==> src/rtl/raster_fmt_pkg.sv <==
package raster_fmt_pkg;

    localparam int MEM_W   = 16;
    localparam int PIX_W   = 16;
    localparam int CFG_W   = 24;
    localparam int CMD_W   = 32;
    localparam int COL_W   = 8;
    localparam int BYTE_W  = 8;
    localparam int N_DEPTH = 4;
    localparam int SUBX_W  = 3;

    typedef enum logic [2:0] {
        MD_1BPP      = 3'b000,
        MD_2BPP      = 3'b001,
        MD_4BPP      = 3'b010,
        MD_8BPP      = 3'b011,
        MD_ATTR_TEXT = 3'b100,
        MD_ATTR_2BPP = 3'b101,
        MD_ATTR_4BPP = 3'b110,
        MD_DIRECT    = 3'b111
    } depth_mode_e;

    typedef struct packed {
        logic [2:0]  spare;
        logic        direct565;
        logic        layer_on;
        depth_mode_e depth;
    } mode_byte_t;

    typedef struct packed {
        logic [COL_W-1:0] fg;
        logic [COL_W-1:0] bg;
        mode_byte_t       mode;
    } cfg_word_t;

    typedef struct packed {
        logic [15:0]      upper;
        logic [COL_W-1:0] char_col;
        logic             show;
        logic [1:0]       rsv;
        logic [4:0]       subx;
    } cmd_word_t;

endpackage

==> src/rtl/raster_depth_select.sv <==
module raster_depth_select
    import raster_fmt_pkg::*;
(
    input  logic [BYTE_W-1:0]               byte_in,
    input  logic [SUBX_W-1:0]               sub_x,
    output logic [N_DEPTH-1:0][BYTE_W-1:0]  field_q
);

    // One extractor per packing: 1, 2, 4 or 8 bits per pixel.
    // Pixel 0 of a byte sits in the most significant field.
    for (genvar k = 0; k < N_DEPTH; k++) begin : g_depth
        localparam int BPP   = 1 << k;
        localparam int SLOTS = BYTE_W / BPP;
        localparam logic [BYTE_W-1:0] MASK = BYTE_W'((1 << BPP) - 1);

        logic [SUBX_W-1:0] slot;
        logic [3:0]        shamt;

        assign slot          = sub_x >> k;
        assign shamt         = 4'((SLOTS - 1 - int'(slot)) * BPP);
        assign field_q[k]    = (byte_in >> shamt) & MASK;
    end

endmodule

==> src/rtl/raster_pixel_compose.sv <==
module raster_pixel_compose
    import raster_fmt_pkg::*;
(
    input  cfg_word_t                        cfg,
    input  cmd_word_t                        cmd,
    input  logic [MEM_W-1:0]                 mem_word,
    input  logic [N_DEPTH-1:0][BYTE_W-1:0]   field_q,
    output logic [PIX_W-1:0]                 pix_next,
    output logic                             vis_next
);

    localparam logic [7:0] ZB = 8'h00;

    logic             lit;
    logic [PIX_W-1:0] body;

    assign lit = field_q[0][0];

    always_comb begin
        body = '0;
        unique case (cfg.mode.depth)
            MD_1BPP:      body = {ZB, lit ? {cfg.fg[7:4], cmd.char_col[7:4]}
                                          : {cfg.bg[7:4], cmd.char_col[3:0]}};
            MD_2BPP:      body = {ZB, cfg.bg[7:2], field_q[1][1:0]};
            MD_4BPP:      body = {ZB, cfg.bg[7:4], field_q[2][3:0]};
            MD_8BPP:      body = {ZB, field_q[3]};
            MD_ATTR_TEXT: body = {ZB, lit ? {cfg.fg[7:4], mem_word[15:12]}
                                          : {cfg.bg[7:4], mem_word[11:8]}};
            MD_ATTR_2BPP: body = {ZB, cmd.char_col[7:2], field_q[1][1:0]};
            MD_ATTR_4BPP: body = {ZB, cmd.char_col[7:4], field_q[2][3:0]};
            MD_DIRECT:    body = mem_word;
            default:      body = '0;
        endcase
    end

    always_comb begin
        vis_next = cmd.show && cfg.mode.layer_on;
        pix_next = vis_next ? body : '0;
    end

endmodule

==> src/rtl/raster_out_stage.sv <==
module raster_out_stage
    import raster_fmt_pkg::*;
(
    input  logic             clk,
    input  logic             rst_n,
    input  logic             clk_en,
    input  logic [PIX_W-1:0] pix_next,
    input  logic             vis_next,
    input  logic             m565_next,
    output logic [PIX_W-1:0] pix_q,
    output logic             vis_q,
    output logic             m565_q
);

    always_ff @(posedge clk or negedge rst_n) begin
        if (!rst_n) begin
            pix_q  <= '0;
            vis_q  <= 1'b0;
            m565_q <= 1'b0;
        end else if (clk_en) begin
            pix_q  <= pix_next;
            vis_q  <= vis_next;
            m565_q <= m565_next;
        end
    end

    // a held enable freezes every output
    p_hold_r5: assert property (@(posedge clk) disable iff (!rst_n)
        !clk_en |=> ($stable(pix_q) && $stable(vis_q) && $stable(m565_q)));

    // reset clears the stage (checked while reset is held)
    always @(posedge clk) begin
        if (!rst_n) begin
            p_reset_clear_r1: assert (pix_q == '0 && !vis_q && !m565_q);
        end
    end

endmodule

==> src/rtl/raster_bitplane_fmt.sv <==
module raster_bitplane_fmt
    import raster_fmt_pkg::*;
(
    input  logic             clk,
    input  logic             rst_n,
    input  logic             clk_en,
    input  logic [15:0]      mem_word,
    input  logic [23:0]      cfg_word,
    input  logic [31:0]      cmd_word,
    output logic [15:0]      pix_out,
    output logic             vis_out,
    output logic             direct565_out
);

    cfg_word_t                       cfg;
    cmd_word_t                       cmd;
    logic [N_DEPTH-1:0][BYTE_W-1:0]  field_q;
    logic [PIX_W-1:0]                pix_next;
    logic                            vis_next;

    assign cfg = cfg_word_t'(cfg_word);
    assign cmd = cmd_word_t'(cmd_word);

    raster_depth_select u_sel (
        .byte_in (mem_word[BYTE_W-1:0]),
        .sub_x   (cmd.subx[SUBX_W-1:0]),
        .field_q (field_q)
    );

    raster_pixel_compose u_cmp (
        .cfg      (cfg),
        .cmd      (cmd),
        .mem_word (mem_word),
        .field_q  (field_q),
        .pix_next (pix_next),
        .vis_next (vis_next)
    );

    raster_out_stage u_out (
        .clk       (clk),
        .rst_n     (rst_n),
        .clk_en    (clk_en),
        .pix_next  (pix_next),
        .vis_next  (vis_next),
        .m565_next (cfg.mode.direct565),
        .pix_q     (pix_out),
        .vis_q     (vis_out),
        .m565_q    (direct565_out)
    );

    // hidden window or layer gives a blank pixel next clock
    p_off_zero_r3: assert property (@(posedge clk) disable iff (!rst_n)
        (clk_en && !(cmd_word[7] && cfg_word[3])) |=> (pix_out == 16'h0000 && !vis_out));

    // visible window raises the visibility output next clock
    p_vis_rise_r4: assert property (@(posedge clk) disable iff (!rst_n)
        (clk_en && cmd_word[7] && cfg_word[3]) |=> vis_out);

    // direct-colour flag follows its mode bit
    p_flag565_r14: assert property (@(posedge clk) disable iff (!rst_n)
        clk_en |=> (direct565_out == $past(cfg_word[4])));

    // direct colour passes the word through
    p_direct_r13: assert property (@(posedge clk) disable iff (!rst_n)
        (clk_en && cmd_word[7] && cfg_word[3] && cfg_word[2:0] == 3'b111)
            |=> (pix_out == $past(mem_word)));

    // 8 bits per pixel copies the low byte
    p_byte_r9: assert property (@(posedge clk) disable iff (!rst_n)
        (clk_en && cmd_word[7] && cfg_word[3] && cfg_word[2:0] == 3'b011)
            |=> (pix_out == {8'h00, $past(mem_word[7:0])}));

    // all palette depths leave the upper pixel byte clear
    p_upper_clear_r6: assert property (@(posedge clk) disable iff (!rst_n)
        (clk_en && cfg_word[2:0] != 3'b111) |=> (pix_out[15:8] == 8'h00));

endmodule

==> config.mk <==
export PLATFORM = sky130hd
export DESIGN_NAME = raster_bitplane_fmt
export DESIGN_NICKNAME = d
export VERILOG_FILES = /design/src/rtl/raster_fmt_pkg.sv /design/src/rtl/raster_depth_select.sv /design/src/rtl/raster_pixel_compose.sv /design/src/rtl/raster_out_stage.sv /design/src/rtl/raster_bitplane_fmt.sv
export SDC_FILE = /design/constraint.sdc
export NUM_CORES = 1
export LEC_CHECK = 0
export BUFFER_PORTS_ARGS = -buffer_cell sky130_fd_sc_hd__buf_2
export CORE_MARGIN = 1.5
export CORE_UTILIZATION = 40
export DETAILED_ROUTE_END_ITERATION = 12
export PLACE_DENSITY = 0.83
export SLEW_MARGIN = 20
export SYNTH_ARGS = -nofsm -noshare
export SYNTH_HDL_FRONTEND = slang
export SYNTH_HIERARCHICAL = 1
export SYNTH_SLANG_ARGS = --single-unit
==> constraint.sdc <==
create_clock -name clk -period 1.4 [get_ports clk]
set_clock_uncertainty 0.1 [all_clocks]
set_input_delay 0.07 -clock clk [delete_from_list [all_inputs] [get_ports clk]]
set_output_delay 0.07 -clock clk [all_outputs]
set_load 0.005 [all_outputs]
==> flow_summary.toml, run 1 <==
[timing]
worst_slew_pin_slew_ns = 0.397
fin_ws_ns = -0.560
finalHoldViolations = 0
setup_violations = 8
rsz0062_at_grt = "true"
fmax_mhz = 510
period_minus_slack_ns = 1.96
slew_headroom_pct = 73.6
final.period_utilization_pct = 140
report.final.slew_viol_count = 0

[power_and_ir_drop]
power.density_mw_per_mm2 = 687
ir_drop_v = 0.000556
leakage_uw = 0.00117
p_total_uw = 1560

[logic_synthesis]
yosysWarningCount = 6
synth_nets = 227
postSynthCellCount = 152
netlist_area_mm2 = 0.00165
avgSynthCellArea_um2 = 10.8

[clocking]
worstSkewPairLatency_ns = 0.25
root_buffer = "clkbuf_8"
clk_pin_slew_ns = 0.07
cts_tree = "built"
htree_levels = 1
numCtsBuffers = 3
clk_path_buf_depth = 2
cts.sinks = 18

[floorplan]
die_x_um = 67.2
fp.coreArea_mm2 = 0.00397
ios = 93
rows = 23
dieArea_mm2 = 0.00451
dieHeight_um = 67.2
start_util_pct = 41.5

[cells_and_area]
layout-drive-gt1-share_pct = 62.0
multi_input_comb_area_mm2 = 0.00107
finalInstanceArea_mm2 = 0.00228
final_cell_mix = "60 x buf_2, 31 x buf_4, 18 x dfrtp_1"
fillers = 350
layout_commonest_cell = "buf_2"
diodes = 0
regArea_um2 = 450
syn_to_final_growth_pct = 38.1
nets = 313

[placed_design]
gp_congestion = 0.868
place_hpwl_um = 3300
portBuffers = 63
place_area_mm2 = 0.00211

[critical_path]
path_class = "primary input to flip-flop"
cp_slowest_cell = "mux4_2"
crit_fanout = 5
crit_chain = "buf_2, mux4_2, mux2_4, mux2_4, a222oi_1, a21oi_1, mux2_4"
cp-start-kind = "primary input"
slowest_delay_ns = 0.50
cp-end-kind = "flip-flop"
crit_required_ns = 1.45
critical_path_arrival_ns = 2.01
crit_path_frequent_cell = "mux2_4"

[routing]
drtAntennaViolNets = 0
vias = 1550
drtPass1Iterations = 5
routedWlPerCell_um = 15.6
drt_iter0_markers = 113
viasPerCell = 5.40
totalWireLength_um = 4480
drc = 0

[global_route]
grt_pass1_wl_um = 6860
grt_pass1_vias = 1498
antenna_found_initial = 0
grt_use_total_pct = 20.3
grt_max_degree = 19
grt-ovfl-total = 0

[min_path]
min_path_type = "primary input to flip-flop"

[outcome]
status = "finished, violations left"
violations = "setup timing"

[flow_run]
drv_cap = 0
-- sequential cells by signal, indices dropped and copies added, names as in the netlist --
signal	count
u_out/m565_q	1
u_out/pix_q	16
u_out/vis_q	1
-- worst paths after layout --
check / slack (ns) / end / cells past startpoint / from
max: -0.56 / u_out/pix_q[7] / 7 / mem_word[1]
min: 0.07 / u_out/pix_q[13] / 3 / mem_word[13]
max reg2reg: 0.53 / u_out/pix_q[6] / 1 / u_out/pix_q[6]
min reg2reg: 0.40 / u_out/m565_q / 1 / u_out/m565_q
max in group asynchronous: 0.75 / u_out/pix_q[9] / 2 / rst_n
min in group asynchronous: 0.16 / u_out/pix_q[11] / 2 / rst_n
-- area by class of cell --
type	instances	area share [%]
repair buffers	99	27.8
multi-input cells	115	47.1
inverters	1	0.165
flip-flops and latches	18	19.8
well taps	50	2.75
clock buffers	4	2.42
-- power breakdown --
group | internal, uW | total, uW | switching, uW
registers | 546 | 558 | 12.8
clock network | 250 | 425 | 175
logic | 333 | 580 | 247
total | 1130 | 1560 | 435
-- per-layer routing --
| metal | track usage, % | up-vias | part of all wire (%) |
|---|---|---|---|
| li1 | - | 736 | - |
| met5 | 0 | - | 0 |
| met2 | 35.4 | 69 | 50 |
| met4 | 7.91 | 0 | 2.6 |
| met3 | 4.33 | 11 | 6.8 |
| met1 | 24.3 | 734 | 40 |
-- what timing repair did --
item	CTS	global route
endpoints found under the hold margin	19	0
setup buffers	2	1
cloned	1	0
endpoints found under the setup margin	8	8
pin swaps	9	8
hold buffers	2	0
resized for setup	11	2
-- stage by stage --
| stage | util, % | hold slack [ns] | setup slack [ns] | setup TNS (ns) | std cells |
|---|---|---|---|---|---|
| 2_1_floorplan | - | -0.326 | -0.652 | -4.31 | 152 |
| 3_3_place_gp | 53.2 | -0.0795 | -0.765 | -5.72 | 277 |
| 3_5_place_dp | 53.2 | -0.0787 | -0.833 | -6.32 | 277 |
| 4_1_cts | 56.9 | 0.0711 | -0.541 | -3.70 | 286 |
| 5_1_grt | 57.3 | 0.0701 | -0.576 | -4.18 | 287 |
| 6_report | 57.3 | 0.0728 | -0.560 | -4.13 | 287 |
-- critical path, delay by kind of cell --
| kind | cells | cell delay, ns |
|---|---|---|
| muxes | 4 | 1.41 |
| AOI/OAI and AO/OA | 2 | 0.40 |
| buffers and inverters | 1 | 0.12 |
Note: power is estimated with default switching activity, not from simulation.
==> run 2, diff against run 1 <==
--- a/config.mk
+++ b/config.mk
@@ -5,6 +5,7 @@
 export SDC_FILE = /design/constraint.sdc
 export NUM_CORES = 1
 export LEC_CHECK = 0
+export ABC_AREA = 1
 export BUFFER_PORTS_ARGS = -buffer_cell sky130_fd_sc_hd__buf_2
 export CORE_MARGIN = 1.5
 export CORE_UTILIZATION = 40
==> flow_summary.toml, run 2 <==
[critical_path]
crit_path_frequent_cell = "nand2_1"
slowest_delay_ns = 0.18
r2r_cells = 2
r2r_end = "u_out/pix_q[11]"
cp-start-kind = "primary input"
crit_chain = "buf_2, inv_2, nand2_1, nand3_1, nand3_2, nand2_2, o21ai_0, nor2_1, nor2_1, nand3_1, nand2_1, inv_1, nand2_1, nand2_1"
path_class = "primary input to flip-flop"
crit_required_ns = 1.45
crit_fanout = 5
critical_path_arrival_ns = 1.32
cp_slowest_cell = "o21ai_0"
cp-end-kind = "flip-flop"
timing.reg2reg.setup_slack_ns = 0.68
timing.rr.start = "u_out/pix_q[11]"

[cells_and_area]
layout.cells.non_filler = 411
largest_register_ff_count = 16
final_cell_mix = "123 x nand2_1, 63 x buf_2, 45 x nor2_1"
nets = 437
fillers = 433
post-route-util_pct = 52.9
syn_to_final_growth_pct = 27.8
diodes = 0
layout_commonest_cell = "nand2_1"
layout-drive-gt1-share_pct = 26.9
largest_register = "u_out/pix_q"
reg_top3 = "u_out/pix_q: 16 flops, u_out/m565_q: 1 flops, u_out/vis_q: 1 flops"

[timing]
period_minus_slack_ns = 1.27
rsz0062_at_grt = "false"
slew_headroom_pct = 71.0
final.period_utilization_pct = 90.6
fin_ws_ns = 0.131
fmax_mhz = 788
report.final.slew_viol_count = 0
worst_slew_pin_slew_ns = 0.434
finalHoldViolations = 0
setup_violations = 0

[clocking]
htree_levels = 1
worstSkewPairLatency_ns = 0.25
post_cts_buffers = 0
cts.sinks = 18
clk_pin_slew_ns = 0.07
root_buffer = "clkbuf_8"
numCtsBuffers = 3
clk_path_buf_depth = 2
cts_tree = "built"

[global_route]
grt_use_total_pct = 20.4
grt_pass1_wl_um = 7220
grt-ovfl-total = 0
grt_pass1_vias = 1757
grt_max_degree = 20
antenna_found_initial = 0

[placed_design]
portBuffers = 63
place_inst = 404
place_ws_ns = -0.246
place_hpwl_um = 3510
gp_congestion = 0.908

[power_and_ir_drop]
ir_drop_v = 0.000359
leakage_uw = 0.00134
p_total_uw = 1430
power.density_mw_per_mm2 = 680

[routing]
top_layer = "met3"
drc = 0
routed-wl-met2_um = 2120
vias = 1942
routedWlPerCell_um = 10.9
viasPerCell = 4.73
drt_iter0_markers = 109
met3_length_um = 303
totalWireLength_um = 4490
drtAntennaViolNets = 0
drtPass1Iterations = 4
wl_met1_um = 2060

[min_path]
min_path_type = "primary input to flip-flop"
min_to = "u_out/pix_q[11]"
hold_path.startpoint = "mem_word[11]"
holdPathStages = 5

[floorplan]
dieHeight_um = 67.1
fp.coreArea_mm2 = 0.00397
die_x_um = 67.1
dieArea_mm2 = 0.00450
ios = 93
start_util_pct = 41.4
rows = 23

[outcome]
status = "finished clean"

[logic_synthesis]
synth_nets = 369
postSynthCellCount = 294
yosysWarningCount = 6
avgSynthCellArea_um2 = 5.59
netlist_area_mm2 = 0.00164

[flow_run]
drv_cap = 0
## run 2: layout make-up
| class | instances | area (um2) | area share [%] |
|---|---|---|---|
| clock buffers | 4 | 55.1 | 2.62 |
| inverters | 36 | 143 | 6.79 |
| multi-input cells | 224 | 950 | 45.2 |
| flip-flops and latches | 18 | 450 | 21.4 |
| well taps | 50 | 62.6 | 2.98 |
| repair buffers | 79 | 440 | 21.0 |
## run 2: report_power, final
part | switching (uW) | internal (uW)
clock | 175 | 250
sequential | 12.6 | 543
combinational | 267 | 182
total | 455 | 975
## run 2: worst max-delay path by stage
stage                 from        endpoint  cells past startpoint
2_1_floorplan  cmd_word[1]  u_out/pix_q[2]                     15
3_3_place_gp   cmd_word[1]  u_out/pix_q[4]                     13
3_5_place_dp   cmd_word[1]  u_out/pix_q[5]                     13
4_1_cts        cmd_word[1]  u_out/pix_q[3]                     13
5_1_grt        cmd_word[1]  u_out/pix_q[0]                     14
6_report       cmd_word[1]  u_out/pix_q[1]                     14
## run 2: worst max-delay path: cells and delay by family
kind,cells,cell delay [ns]
and+or+nand+nor,10,0.84
buffers and inverters,3,0.23
AOI/OAI and AO/OA,1,0.18
## run 2: what timing repair did
action,in CTS,in global routing
resized for setup,0,8
hold buffers,2,0
endpoints found under the hold margin,19,0
endpoints found under the setup margin,0,8
## run 2: metal layers
metal / track usage, % / vias to the layer above
met3: 4.05 / 0
met1: 26.2 / 857
met4: 3.32 / 0
met2: 35.6 / 63
li1: - / 1022
met5: 0 / -
## run 2: metrics by stage
step                area (um2)  setup TNS [ns]  hold slack (ns)
finish                    2100               0           0.0473
global route              2100               0           0.0691
CTS                       2080               0           0.0403
detailed placement        2000           -1.82          -0.0774
global placement          2000           -1.24          -0.0887
floorplan                 1640               0           -0.326
